==> src/rtl/tcap_pkg.sv <==
package tcap_pkg;
  localparam int unsigned ADDR_W   = 8;
  localparam int unsigned DATA_W   = 8;
  localparam logic [ADDR_W-1:0] ADDR_STAT = 8'h13;
  localparam logic [ADDR_W-1:0] ADDR_HI   = 8'h1C;
  localparam logic [ADDR_W-1:0] ADDR_LO   = 8'h1D;
  localparam int unsigned FLAG_BIT = 7;
endpackage

==> src/rtl/tcap_freerun.sv <==
module tcap_freerun #(
  parameter int unsigned CNT_W   = 16,
  parameter int unsigned PRE_DIV = 4,
  parameter logic [CNT_W-1:0] RST_VAL = 16'hFFFC
) (
  input  logic             clk,
  input  logic             rst_n,
  output logic [CNT_W-1:0] cnt_o
);
  localparam int unsigned PW = (PRE_DIV > 1) ? $clog2(PRE_DIV) : 1;
  localparam logic [PW-1:0] DIV_LAST = PW'(PRE_DIV - 1);

  logic [PW-1:0]    div_q;
  logic [CNT_W-1:0] cnt_q;

  always_ff @(posedge clk or negedge rst_n) begin
    if (!rst_n) begin
      div_q <= '0;
      cnt_q <= RST_VAL;
    end else if (div_q == DIV_LAST) begin
      div_q <= '0;
      cnt_q <= cnt_q + 1'b1;
    end else begin
      div_q <= div_q + 1'b1;
    end
  end

  assign cnt_o = cnt_q;

  assert_count_step_R4: assert property (@(posedge clk) disable iff (!rst_n)
    !$stable(cnt_q) |-> cnt_q == CNT_W'($past(cnt_q) + 1'b1));
endmodule

==> src/rtl/tcap_fall_sync.sv <==
module tcap_fall_sync #(
  parameter int unsigned STAGES = 2
) (
  input  logic clk,
  input  logic rst_n,
  input  logic pin_i,
  output logic fall_o
);
  logic [STAGES-1:0] chain_q;
  logic              hist_q;

  generate
    if (STAGES == 1) begin : g_one
      always_ff @(posedge clk or negedge rst_n) begin
        if (!rst_n) chain_q <= '1;
        else        chain_q <= pin_i;
      end
    end else begin : g_many
      always_ff @(posedge clk or negedge rst_n) begin
        if (!rst_n) chain_q <= '1;
        else        chain_q <= {chain_q[STAGES-2:0], pin_i};
      end
    end
  endgenerate

  always_ff @(posedge clk or negedge rst_n) begin
    if (!rst_n) hist_q <= 1'b1;
    else        hist_q <= chain_q[STAGES-1];
  end

  assign fall_o = hist_q & ~chain_q[STAGES-1];

  assert_fall_single_R1: assert property (@(posedge clk) disable iff (!rst_n)
    fall_o |=> !fall_o);
endmodule

==> src/rtl/tcap_latch.sv <==
module tcap_latch #(
  parameter int unsigned CNT_W = 16
) (
  input  logic             clk,
  input  logic             rst_n,
  input  logic             fall_i,
  input  logic [CNT_W-1:0] cnt_i,
  input  logic             rd_hi_i,
  input  logic             rd_lo_i,
  output logic [CNT_W-1:0] cap_o,
  output logic             take_o
);
  logic [CNT_W-1:0] cap_q;
  logic             lock_q;
  logic             block;

  assign block  = lock_q | rd_hi_i;
  assign take_o = fall_i & ~block;

  always_ff @(posedge clk) begin
    if (take_o) cap_q <= CNT_W'(cnt_i + 1'b1);
  end

  always_ff @(posedge clk or negedge rst_n) begin
    if (!rst_n)       lock_q <= 1'b0;
    else if (rd_hi_i) lock_q <= 1'b1;
    else if (rd_lo_i) lock_q <= 1'b0;
  end

  assign cap_o = cap_q;

  logic filled_q;
  always_ff @(posedge clk or negedge rst_n) begin
    if (!rst_n)      filled_q <= 1'b0;
    else if (take_o) filled_q <= 1'b1;
  end

  assert_lock_holds_R8: assert property (@(posedge clk) disable iff (!rst_n)
    (filled_q && lock_q && !rd_lo_i) |=> $stable(cap_q));

  assert_value_offset_R3: assert property (@(posedge clk) disable iff (!rst_n)
    take_o |=> cap_q == CNT_W'($past(cnt_i) + 1'b1));
endmodule

==> src/rtl/tcap_unit.sv <==
module tcap_unit
  import tcap_pkg::*;
#(
  parameter int unsigned CNT_W   = 2 * DATA_W,
  parameter int unsigned PRE_DIV = 4,
  parameter int unsigned STAGES  = 2,
  parameter logic [CNT_W-1:0] CNT_RST = 16'hFFFC
) (
  input  logic              clk,
  input  logic              rst_n,
  input  logic              cap_pin,
  input  logic              cap_ie,
  input  logic              rd_en,
  input  logic [ADDR_W-1:0] rd_addr,
  output logic [DATA_W-1:0] rd_data,
  output logic              irq
);
  logic [CNT_W-1:0] cnt;
  logic [CNT_W-1:0] cap;
  logic             fall;
  logic             take;
  logic             rd_hi, rd_lo, rd_st;
  logic             flag_q, arm_q;

  assign rd_hi = rd_en && (rd_addr == ADDR_HI);
  assign rd_lo = rd_en && (rd_addr == ADDR_LO);
  assign rd_st = rd_en && (rd_addr == ADDR_STAT);

  tcap_freerun #(.CNT_W(CNT_W), .PRE_DIV(PRE_DIV), .RST_VAL(CNT_RST)) i_cnt (
    .clk(clk), .rst_n(rst_n), .cnt_o(cnt));

  tcap_fall_sync #(.STAGES(STAGES)) i_sync (
    .clk(clk), .rst_n(rst_n), .pin_i(cap_pin), .fall_o(fall));

  tcap_latch #(.CNT_W(CNT_W)) i_latch (
    .clk(clk), .rst_n(rst_n), .fall_i(fall), .cnt_i(cnt),
    .rd_hi_i(rd_hi), .rd_lo_i(rd_lo), .cap_o(cap), .take_o(take));

  always_ff @(posedge clk or negedge rst_n) begin
    if (!rst_n) begin
      flag_q <= 1'b0;
      arm_q  <= 1'b0;
    end else begin
      if (take)                flag_q <= 1'b1;
      else if (rd_lo && arm_q) flag_q <= 1'b0;
      if (rd_lo)      arm_q <= 1'b0;
      else if (rd_st) arm_q <= flag_q;
    end
  end

  always_comb begin
    rd_data = '0;
    if (rd_hi)      rd_data = cap[CNT_W-1 -: DATA_W];
    else if (rd_lo) rd_data = cap[DATA_W-1:0];
    else if (rd_st) rd_data[FLAG_BIT] = flag_q;
  end

  assign irq = flag_q & cap_ie;

  assert_flag_source_R5: assert property (@(posedge clk) disable iff (!rst_n)
    $rose(flag_q) |-> $past(take));

  assert_flag_clear_R10: assert property (@(posedge clk) disable iff (!rst_n)
    $fell(flag_q) |-> $past(rd_lo && arm_q));

  assert_take_on_fall_R1: assert property (@(posedge clk) disable iff (!rst_n)
    take |-> fall);
endmodule

==> config.mk <==
export PLATFORM = sky130hd
export DESIGN_NAME = tcap_unit
export DESIGN_NICKNAME = d
export VERILOG_FILES = /design/src/rtl/tcap_pkg.sv /design/src/rtl/tcap_freerun.sv /design/src/rtl/tcap_fall_sync.sv /design/src/rtl/tcap_latch.sv /design/src/rtl/tcap_unit.sv
export SDC_FILE = /design/constraint.sdc
export NUM_CORES = 1
export LEC_CHECK = 0
export ABC_AREA = 0
export BUFFER_PORTS_ARGS = -buffer_cell sky130_fd_sc_hd__buf_2
export CORE_ASPECT_RATIO = 1.5
export CORE_MARGIN = 5
export CORE_UTILIZATION = 50
export DETAILED_ROUTE_END_ITERATION = 10
export PLACE_DENSITY = 0.7
export SLEW_MARGIN = 10
export SYNTH_ARGS = -nofsm -noshare
export SYNTH_HDL_FRONTEND = slang
export SYNTH_HIERARCHICAL = 1
export SYNTH_SLANG_ARGS = --single-unit
export TNS_END_PERCENT = 50
==> constraint.sdc <==
create_clock -name clk -period 3.3 [get_ports clk]
set_input_delay 0.66 -clock clk [delete_from_list [all_inputs] [get_ports clk]]
set_output_delay 0.66 -clock clk [all_outputs]
set_load 0.02 [all_outputs]
==> impl_metrics.env, run 1 <==
export IMPL_hold_viol=0
export IMPL_cp_cell_sequence="buf_2 -> and2_1 -> nand3_1 -> a221oi_1 -> buf_2"
export IMPL_fin_nets=207
export IMPL_drc=0
export IMPL_grt_pass1_wl_um=5950
export IMPL_routed_wl_um=3530
export IMPL_avgSynthCellArea_um2=12.3
export IMPL_cts_buffer_depth=2
export IMPL_layout_cells_non_filler=237
export IMPL_synth_seq_cells=40
export IMPL_intPower_uw=926
export IMPL_fin_skew_ps=6.40
export IMPL_ctsResizeCount=0
export IMPL_powerDensity_nw_per_um2=478
export IMPL_max_slew_margin_pct=63.9
export IMPL_finalCritPeriodShare_pct=71.6
export IMPL_status="complete, no violations"
export IMPL_yosysUniqueCellTypes=35
export IMPL_seq_area_frac_synth_pct=54.8
export IMPL_die_height_um=87.7
export IMPL_cts_tree="done"
export IMPL_insertedDiodeCount=0
export IMPL_worst_pin_slew_ps=542
export IMPL_die_w_um=61.8
export IMPL_clock_fmax_mhz=423
export IMPL_hold_buffers=0
export IMPL_arrival_ps=1700
export IMPL_drive_gt1_share_pct=32.8
export IMPL_rows=28
export IMPL_r2r_end="i_latch/cap_o[13]"
export IMPL_crit_family="buffers and inverters"
export IMPL_grt_pass1_vias=1364
export IMPL_period_minus_slack_ps=2360
export IMPL_post_cts_buffers=0
export IMPL_end_kind="primary output"
export IMPL_vias=1271
export IMPL_gp_congestion=0.809
export IMPL_path_buf_inv=2
export IMPL_htreeDepth=2
export IMPL_synth_top_cell_area_share_pct=23.9
export IMPL_synth_ff_type="dfstp_2"
export IMPL_sequentialPowerShare_pct=48.2
export IMPL_cts_sinks=40
export IMPL_async_reset_ff_share_pct=60.0
export IMPL_fp_dieArea_um2=5420
export IMPL_crit_path_frequent_cell="buf_2"
export IMPL_critical_path_max_fanout=13
export IMPL_antenna_found_initial=0
export IMPL_dp_slack_ps=927
export IMPL_dp_hpwl_um=2700
export IMPL_syn_nets=180
export IMPL_clockPowerShare_pct=48.4
export IMPL_detail_route_wl_per_cell_um=14.9
export IMPL_root_buffer="clkbuf_8"
export IMPL_critical_path_class="in -> out"
export IMPL_synth_area_um2=2010
export IMPL_critPathLaunch="rd_addr[0]"
export IMPL_yosysTopAreaCell="edfxtp_1"
export IMPL_rsz0062_at_grt="no"
export IMPL_ff2ff_setup_slack_ps=1570
export IMPL_drv_slew=0
export IMPL_synth_area_leaders="edfxtp_1 24%, dfstp_2 22%, dfrtp_1 8.7%"
export IMPL_r2r_start="i_cnt/cnt_o[2]"
export IMPL_areaGrowthSynthToFinish_pct=15.9
export IMPL_cts_buffers=5
export IMPL_drtIter0Drc=54
export IMPL_min_path_type="in -> async"
export IMPL_clkTransAtPathRegs_ps=80
export IMPL_initial_utilization_pct=51.2
export IMPL_setup_tns_final_ps=0
export IMPL_setup_viol=0
export IMPL_pwr_share_comb_pct=3.4
export IMPL_power_uw=1110
export IMPL_worstSkewPairLatency_ps=290
export IMPL_antenna_left=0
export IMPL_grt_ovfl_total=0
export IMPL_yosysWarnings=6
export IMPL_max_cap_viol_count=0
export IMPL_dpl_cell_count=229
export IMPL_synth_edf_count=16
export IMPL_p_switching_uw=188
export IMPL_drt_pre_antenna_iters=4
export IMPL_switching_share_pct=16.8
export IMPL_r2r_cells=3
export IMPL_grt_util_all_layers_pct=15.2
export IMPL_irDropWorstVdd_v=0.000323
export IMPL_io_pins=22
export IMPL_port_buffers=21
export IMPL_grt_max_degree=25
export IMPL_critical_path_max_stage_delay_ps=280
export IMPL_p_leak_uw=0.000977
export IMPL_core_area_um2=3920
export IMPL_drt_vias_per_instance=5.36
export IMPL_synth_cells=164
export IMPL_required_ps=2640
export IMPL_layout_setup_ws_ps=938
export IMPL_slowest_stage="a221oi_1"
export IMPL_critPathLaunchType="primary input"
==> per-stage QoR <==
stage | util (%) | hold slack (ps) | cell area [µm²]
5_1_grt | 59.4 | 367 | 2330
2_1_floorplan | - | 345 | 2010
4_1_cts | 59.4 | 359 | 2330
3_3_place_gp | 55.4 | 345 | 2170
6_report | 59.4 | 346 | 2330
3_5_place_dp | 55.4 | 347 | 2170
==> Yosys cell counts (2+ instances only) <==
library cell,number
dfstp_2,17
nor2_1,17
edfxtp_1,16
xor2_1,15
xnor2_1,14
nand3_1,11
inv_1,9
nand2_1,8
dfrtp_1,7
mux2i_1,7
and3_1,4
nand4_1,4
nor3_1,4
nor4_2,4
and2_1,3
ha_1,3
nand3_2,2
nand4_4,2
==> final cells by class <==
class                           instances  area [µm²]
Clock inverter                          3        90.1
Fill cell                             326        1590
Sequential cell                        40        1100
Multi-Input combinational cell        113         867
Timing Repair Buffer                   22         113
Tap cell                               45        56.3
Clock buffer                            5        68.8
Inverter                                9        33.8
==> sequential cells by signal, summed over array words and instances (netlist names) <==
name / cells
arm_q: 1
i_latch/lock_q: 1
i_cnt/cnt_o: 16
i_cnt/div_q: 2
i_sync/chain_q: 2
flag_q: 1
i_sync/hist_q: 1
i_latch/cap_o: 16
==> power groups by stage <==
| stage | logic (µW) | registers [µW] | clock network [µW] |
|---|---|---|---|
| after CTS | 39.0 | 536 | 553 |
| after floorplan | 21.7 | 544 | 0 |
| final | 38.1 | 536 | 539 |
| after global routing | 43.2 | 537 | 577 |
| after detailed placement | 38.8 | 546 | 0 |
| after global placement | 37.3 | 546 | 0 |
==> cell usage in the layout (no fill, tap or decap), drive strengths merged, types with 2 or more instances in the layout <==
cell type	count
ha	3
dfstp	17
nand4	6
xor2	15
nand3	13
and2	3
bufinv	3
nor2	17
dfrtp	7
xnor2	14
edfxtp	16
and3	4
inv	9
buf	22
clkbuf	5
mux2i	7
nor3	5
nand2	8
a21o	2
nor4	5
==> cells by family (layout without fill, tap and decap cells) <==
| family | after synthesis | count (layout) | share of synthesized area (%) |
|---|---|---|---|
| mux | 8 | 8 | 4.04 |
| flops | 40 | 40 | 54.8 |
| fa+ha+maj | 3 | 3 | 1.87 |
| simple gates | 66 | 66 | 21.5 |
| xor+xnor | 29 | 29 | 12.6 |
| buf+inv | 11 | 39 | 2.30 |
| compound gates | 7 | 7 | 2.86 |
==> how the worst max path moves through the flow <==
stage / cells past startpoint / end
after floorplan: 4 / i_latch/cap_o[0]
after global placement: 5 / rd_data[7]
after detailed placement: 5 / rd_data[7]
after CTS: 5 / rd_data[7]
after global routing: 5 / rd_data[7]
final: 5 / rd_data[7]
==> metal layers <==
layer / global-route usage, % / up-vias / wire [µm]
met1: 14.5 / 606 / 1280
met3: 4.42 / 7 / 163
met4: 6.95 / 0 / 77
li1: - / 632 / -
met2: 28.2 / 26 / 2010
met5: 0 / - / 0
==> worst register-to-register path, stage by stage (launching register included) <==
cell     delay, ps
dfstp_2        640
nand3_1        320
nor4_2         400
xor2_1         100
Note: power is estimated with default switching activity, not from simulation.
==> run 2, diff against run 1 <==
--- a/config.mk
+++ b/config.mk
@@ -5,13 +5,13 @@
 export SDC_FILE = /design/constraint.sdc
 export NUM_CORES = 1
 export LEC_CHECK = 0
-export ABC_AREA = 0
+export ABC_AREA = 1
 export BUFFER_PORTS_ARGS = -buffer_cell sky130_fd_sc_hd__buf_2
 export CORE_ASPECT_RATIO = 1.5
 export CORE_MARGIN = 5
 export CORE_UTILIZATION = 50
 export DETAILED_ROUTE_END_ITERATION = 10
-export PLACE_DENSITY = 0.7
+export PLACE_DENSITY = 0.69
 export SLEW_MARGIN = 10
 export SYNTH_ARGS = -nofsm -noshare
 export SYNTH_HDL_FRONTEND = slang
==> constraint.sdc (replaced) <==
create_clock -name clk -period 2.45 [get_ports clk]
set_input_delay 0.49 -clock clk [delete_from_list [all_inputs] [get_ports clk]]
set_output_delay 0.49 -clock clk [all_outputs]
set_load 0.02 [all_outputs]
==> run 2 against run 1 <==
Against the previous run:
- final area increased by 9.1%
- critical path depth increased by 4
- largest cell class unchanged
- die area increased by 11%
- register-to-register slack got worse by 660 ps
- synthesized area increased by 13%
- clock skew decreased by 0.68 ps
- worst setup slack got worse by 360 ps
- utilization decreased by 2.5 points
==> impl_metrics.env, run 2 <==
export IMPL_status="complete, no violations"
export IMPL_sequentialPowerShare_pct=55.8
export IMPL_fin_nets=315
export IMPL_critPathLaunchType="primary input"
export IMPL_grt_max_degree=25
export IMPL_synth_cells=271
export IMPL_irDropWorstVdd_v=0.000339
export IMPL_wirelength_met1_um=1670
export IMPL_hold_buffers=0
export IMPL_switching_share_pct=20.1
export IMPL_finish_utilization_pct=56.9
export IMPL_async_reset_ff_share_pct=60.0
export IMPL_drtIter0Drc=50
export IMPL_critical_path_max_stage_delay_ps=170
export IMPL_cts_buffer_depth=2
export IMPL_drive_gt1_share_pct=23.7
export IMPL_yosysUniqueCellTypes=27
export IMPL_io_pins=22
export IMPL_post_cts_buffers=0
export IMPL_detail_route_wl_per_cell_um=11.9
export IMPL_insertedDiodeCount=0
export IMPL_grt_util_all_layers_pct=15.2
export IMPL_route_met3_wl_um=166
export IMPL_critical_path_max_fanout=8
export IMPL_required_ps=1960
export IMPL_initial_utilization_pct=50.8
export IMPL_seq_area_frac_synth_pct=48.6
export IMPL_synth_area_um2=2270
export IMPL_yosysTopAreaCell="edfxtp_1"
export IMPL_cts_sinks=40
export IMPL_die_height_um=92.5
export IMPL_clkTransAtPathRegs_ps=70
export IMPL_avgSynthCellArea_um2=8.38
export IMPL_cts_buffers=5
export IMPL_grt_pass1_wl_um=7150
export IMPL_synth_top_cells_by_count="83 x nand2_1, 39 x inv_1, 29 x nor2_1"
export IMPL_grt_ovfl_total=0
export IMPL_nFillCells=404
export IMPL_setup_tns_final_ps=0
export IMPL_routed_wl_um=4130
export IMPL_p_switching_uw=259
export IMPL_core_area_um2=4470
export IMPL_port_buffers=21
export IMPL_worst_pin_slew_ps=543
export IMPL_end_kind="primary output"
export IMPL_worstSkewPairLatency_ps=280
export IMPL_design_area_um2=2540
export IMPL_synth_edf_count=16
export IMPL_grt_pass1_vias=1674
export IMPL_fin_skew_ps=5.72
export IMPL_pwr_share_comb_pct=4.6
export IMPL_drt_vias_per_instance=4.94
export IMPL_p_leak_uw=0.00116
export IMPL_syn_nets=287
export IMPL_arrival_ps=1380
export IMPL_dpl_cell_area_um2=2430
export IMPL_dpl_cell_count=340
export IMPL_hold_viol=0
export IMPL_wl_met2_um=2230
export IMPL_max_slew_margin_pct=63.8
export IMPL_yosysWarnings=6
export IMPL_crit_family="simple AND/OR/NAND/NOR gates"
export IMPL_post_synth_top_count_cell="nand2_1"
export IMPL_die_w_um=65.0
export IMPL_cp_cell_sequence="buf_2 -> inv_2 -> nand2_2 -> nor2_8 -> nand2_4 -> nor2_8 -> nand2_1 -> nand2_1 -> buf_2"
export IMPL_synth_area_leaders="edfxtp_1 21%, dfstp_2 20%, nand2_1 14%"
export IMPL_rsz0062_at_grt="no"
export IMPL_power_uw=1290
export IMPL_final_cell_mix="83 x nand2_1, 39 x inv_1, 29 x nor2_1"
export IMPL_drc=0
export IMPL_vias=1720
export IMPL_setup_viol=0
export IMPL_critical_path_class="in -> out"
export IMPL_period_minus_slack_ps=1870
export IMPL_fp_dieArea_um2=6010
export IMPL_intPower_uw=1030
export IMPL_drt_pre_antenna_iters=4
export IMPL_ctsResizeCount=0
export IMPL_dr_max_layer_used="met4"
export IMPL_powerDensity_nw_per_um2=509
export IMPL_rows=30
export IMPL_areaGrowthSynthToFinish_pct=12.0
export IMPL_drv_slew=0
export IMPL_finalCritPeriodShare_pct=76.2
export IMPL_synth_top_cell_area_share_pct=21.2
export IMPL_cts_tree="done"
export IMPL_clockPowerShare_pct=39.6
export IMPL_antenna_found_initial=0
export IMPL_htreeDepth=2
export IMPL_antenna_left=0
export IMPL_slowest_stage="nor2_8"
export IMPL_synth_seq_cells=40
export IMPL_mostFrequentLayoutCell="nand2_1"
export IMPL_clock_fmax_mhz=535
export IMPL_min_path_type="in -> async"
export IMPL_path_buf_inv=3
export IMPL_synth_ff_type="dfstp_2"
export IMPL_gp_congestion=0.882
export IMPL_dp_hpwl_um=3130
export IMPL_layout_cells_non_filler=348
export IMPL_root_buffer="clkbuf_8"
export IMPL_max_cap_viol_count=0
run 2: cell types whose count changed after synthesis, moves of 7 or more:
cell	delta
nor2_1	+12
nand2_1	+75
nand2_2	+9
inv_1	+30
mux2i_1	-7
run 2: metal layers:
layer | global-route usage, % | vias to the layer above
met2 | 27.6 | 36
met1 | 16.7 | 777
met4 | 7.44 | 0
li1 | - | 901
met3 | 2.79 | 6
met5 | 0 | -
run 2: worst register-to-register path, delay by kind of cell (launching register included):
kind | cells | cell delay [ps]
DFF | 1 | 500
adders and majority gates | 1 | 250
and+or+nand+nor | 5 | 550
run 2: power by group through the flow:
stage          registers, µW  clock network, µW  logic (µW)
2_1_floorplan            732                  0        32.7
3_3_place_gp             734                  0        60.2
3_5_place_dp             735                  0        61.7
4_1_cts                  722                529        61.8
5_1_grt                  724                556        68.9
6_report                 722                512        59.6
run 2: metrics by stage:
step / setup slack (ps) / hold slack (ps)
2_1_floorplan: 382 / 194
3_3_place_gp: 590 / 346
3_5_place_dp: 571 / 347
4_1_cts: 567 / 206
5_1_grt: 507 / 232
6_report: 582 / 189
run 2: cell families (layout without fill, tap and decap cells):
| logic type | count (synthesis) | after routing | share of synthesized area [%] |
|---|---|---|---|
| and+or+nand+nor | 162 | 162 | 34.4 |
| buffers and inverters | 42 | 71 | 7.17 |
| DFF | 40 | 40 | 48.6 |
| xor gates and xnor gates | 17 | 17 | 6.56 |
| AOI/OAI and AO/OA | 7 | 7 | 1.65 |
| adders and majority gates | 3 | 3 | 1.65 |
run 2: cell type report:
type	instances	area [µm²]	area share [%]
multi-input combinational	189	1000	39.5
clock inverter	2	35.0	1.38
inverter	41	155	6.10
tap	48	60.1	2.36
sequential	40	1100	43.4
timing repair buffer	22	113	4.43
clock buffer	6	72.6	2.85
run 2: final timing paths:
kind	end	from	cells after the start	slack, ps
max in group asynchronous	i_cnt/cnt_o[2]	rst_n	1	1890
setup / recovery	rd_data[4]	rd_addr[5]	9	580
hold / removal	i_cnt/div_q[0]	rst_n	1	190
min in group clk	i_sync/chain_q[0]	cap_pin	1	300
hold reg to reg	i_sync/chain_q[1]	i_sync/chain_q[0]	0	360
setup reg to reg	i_latch/cap_o[14]	i_cnt/cnt_o[0]	6	910
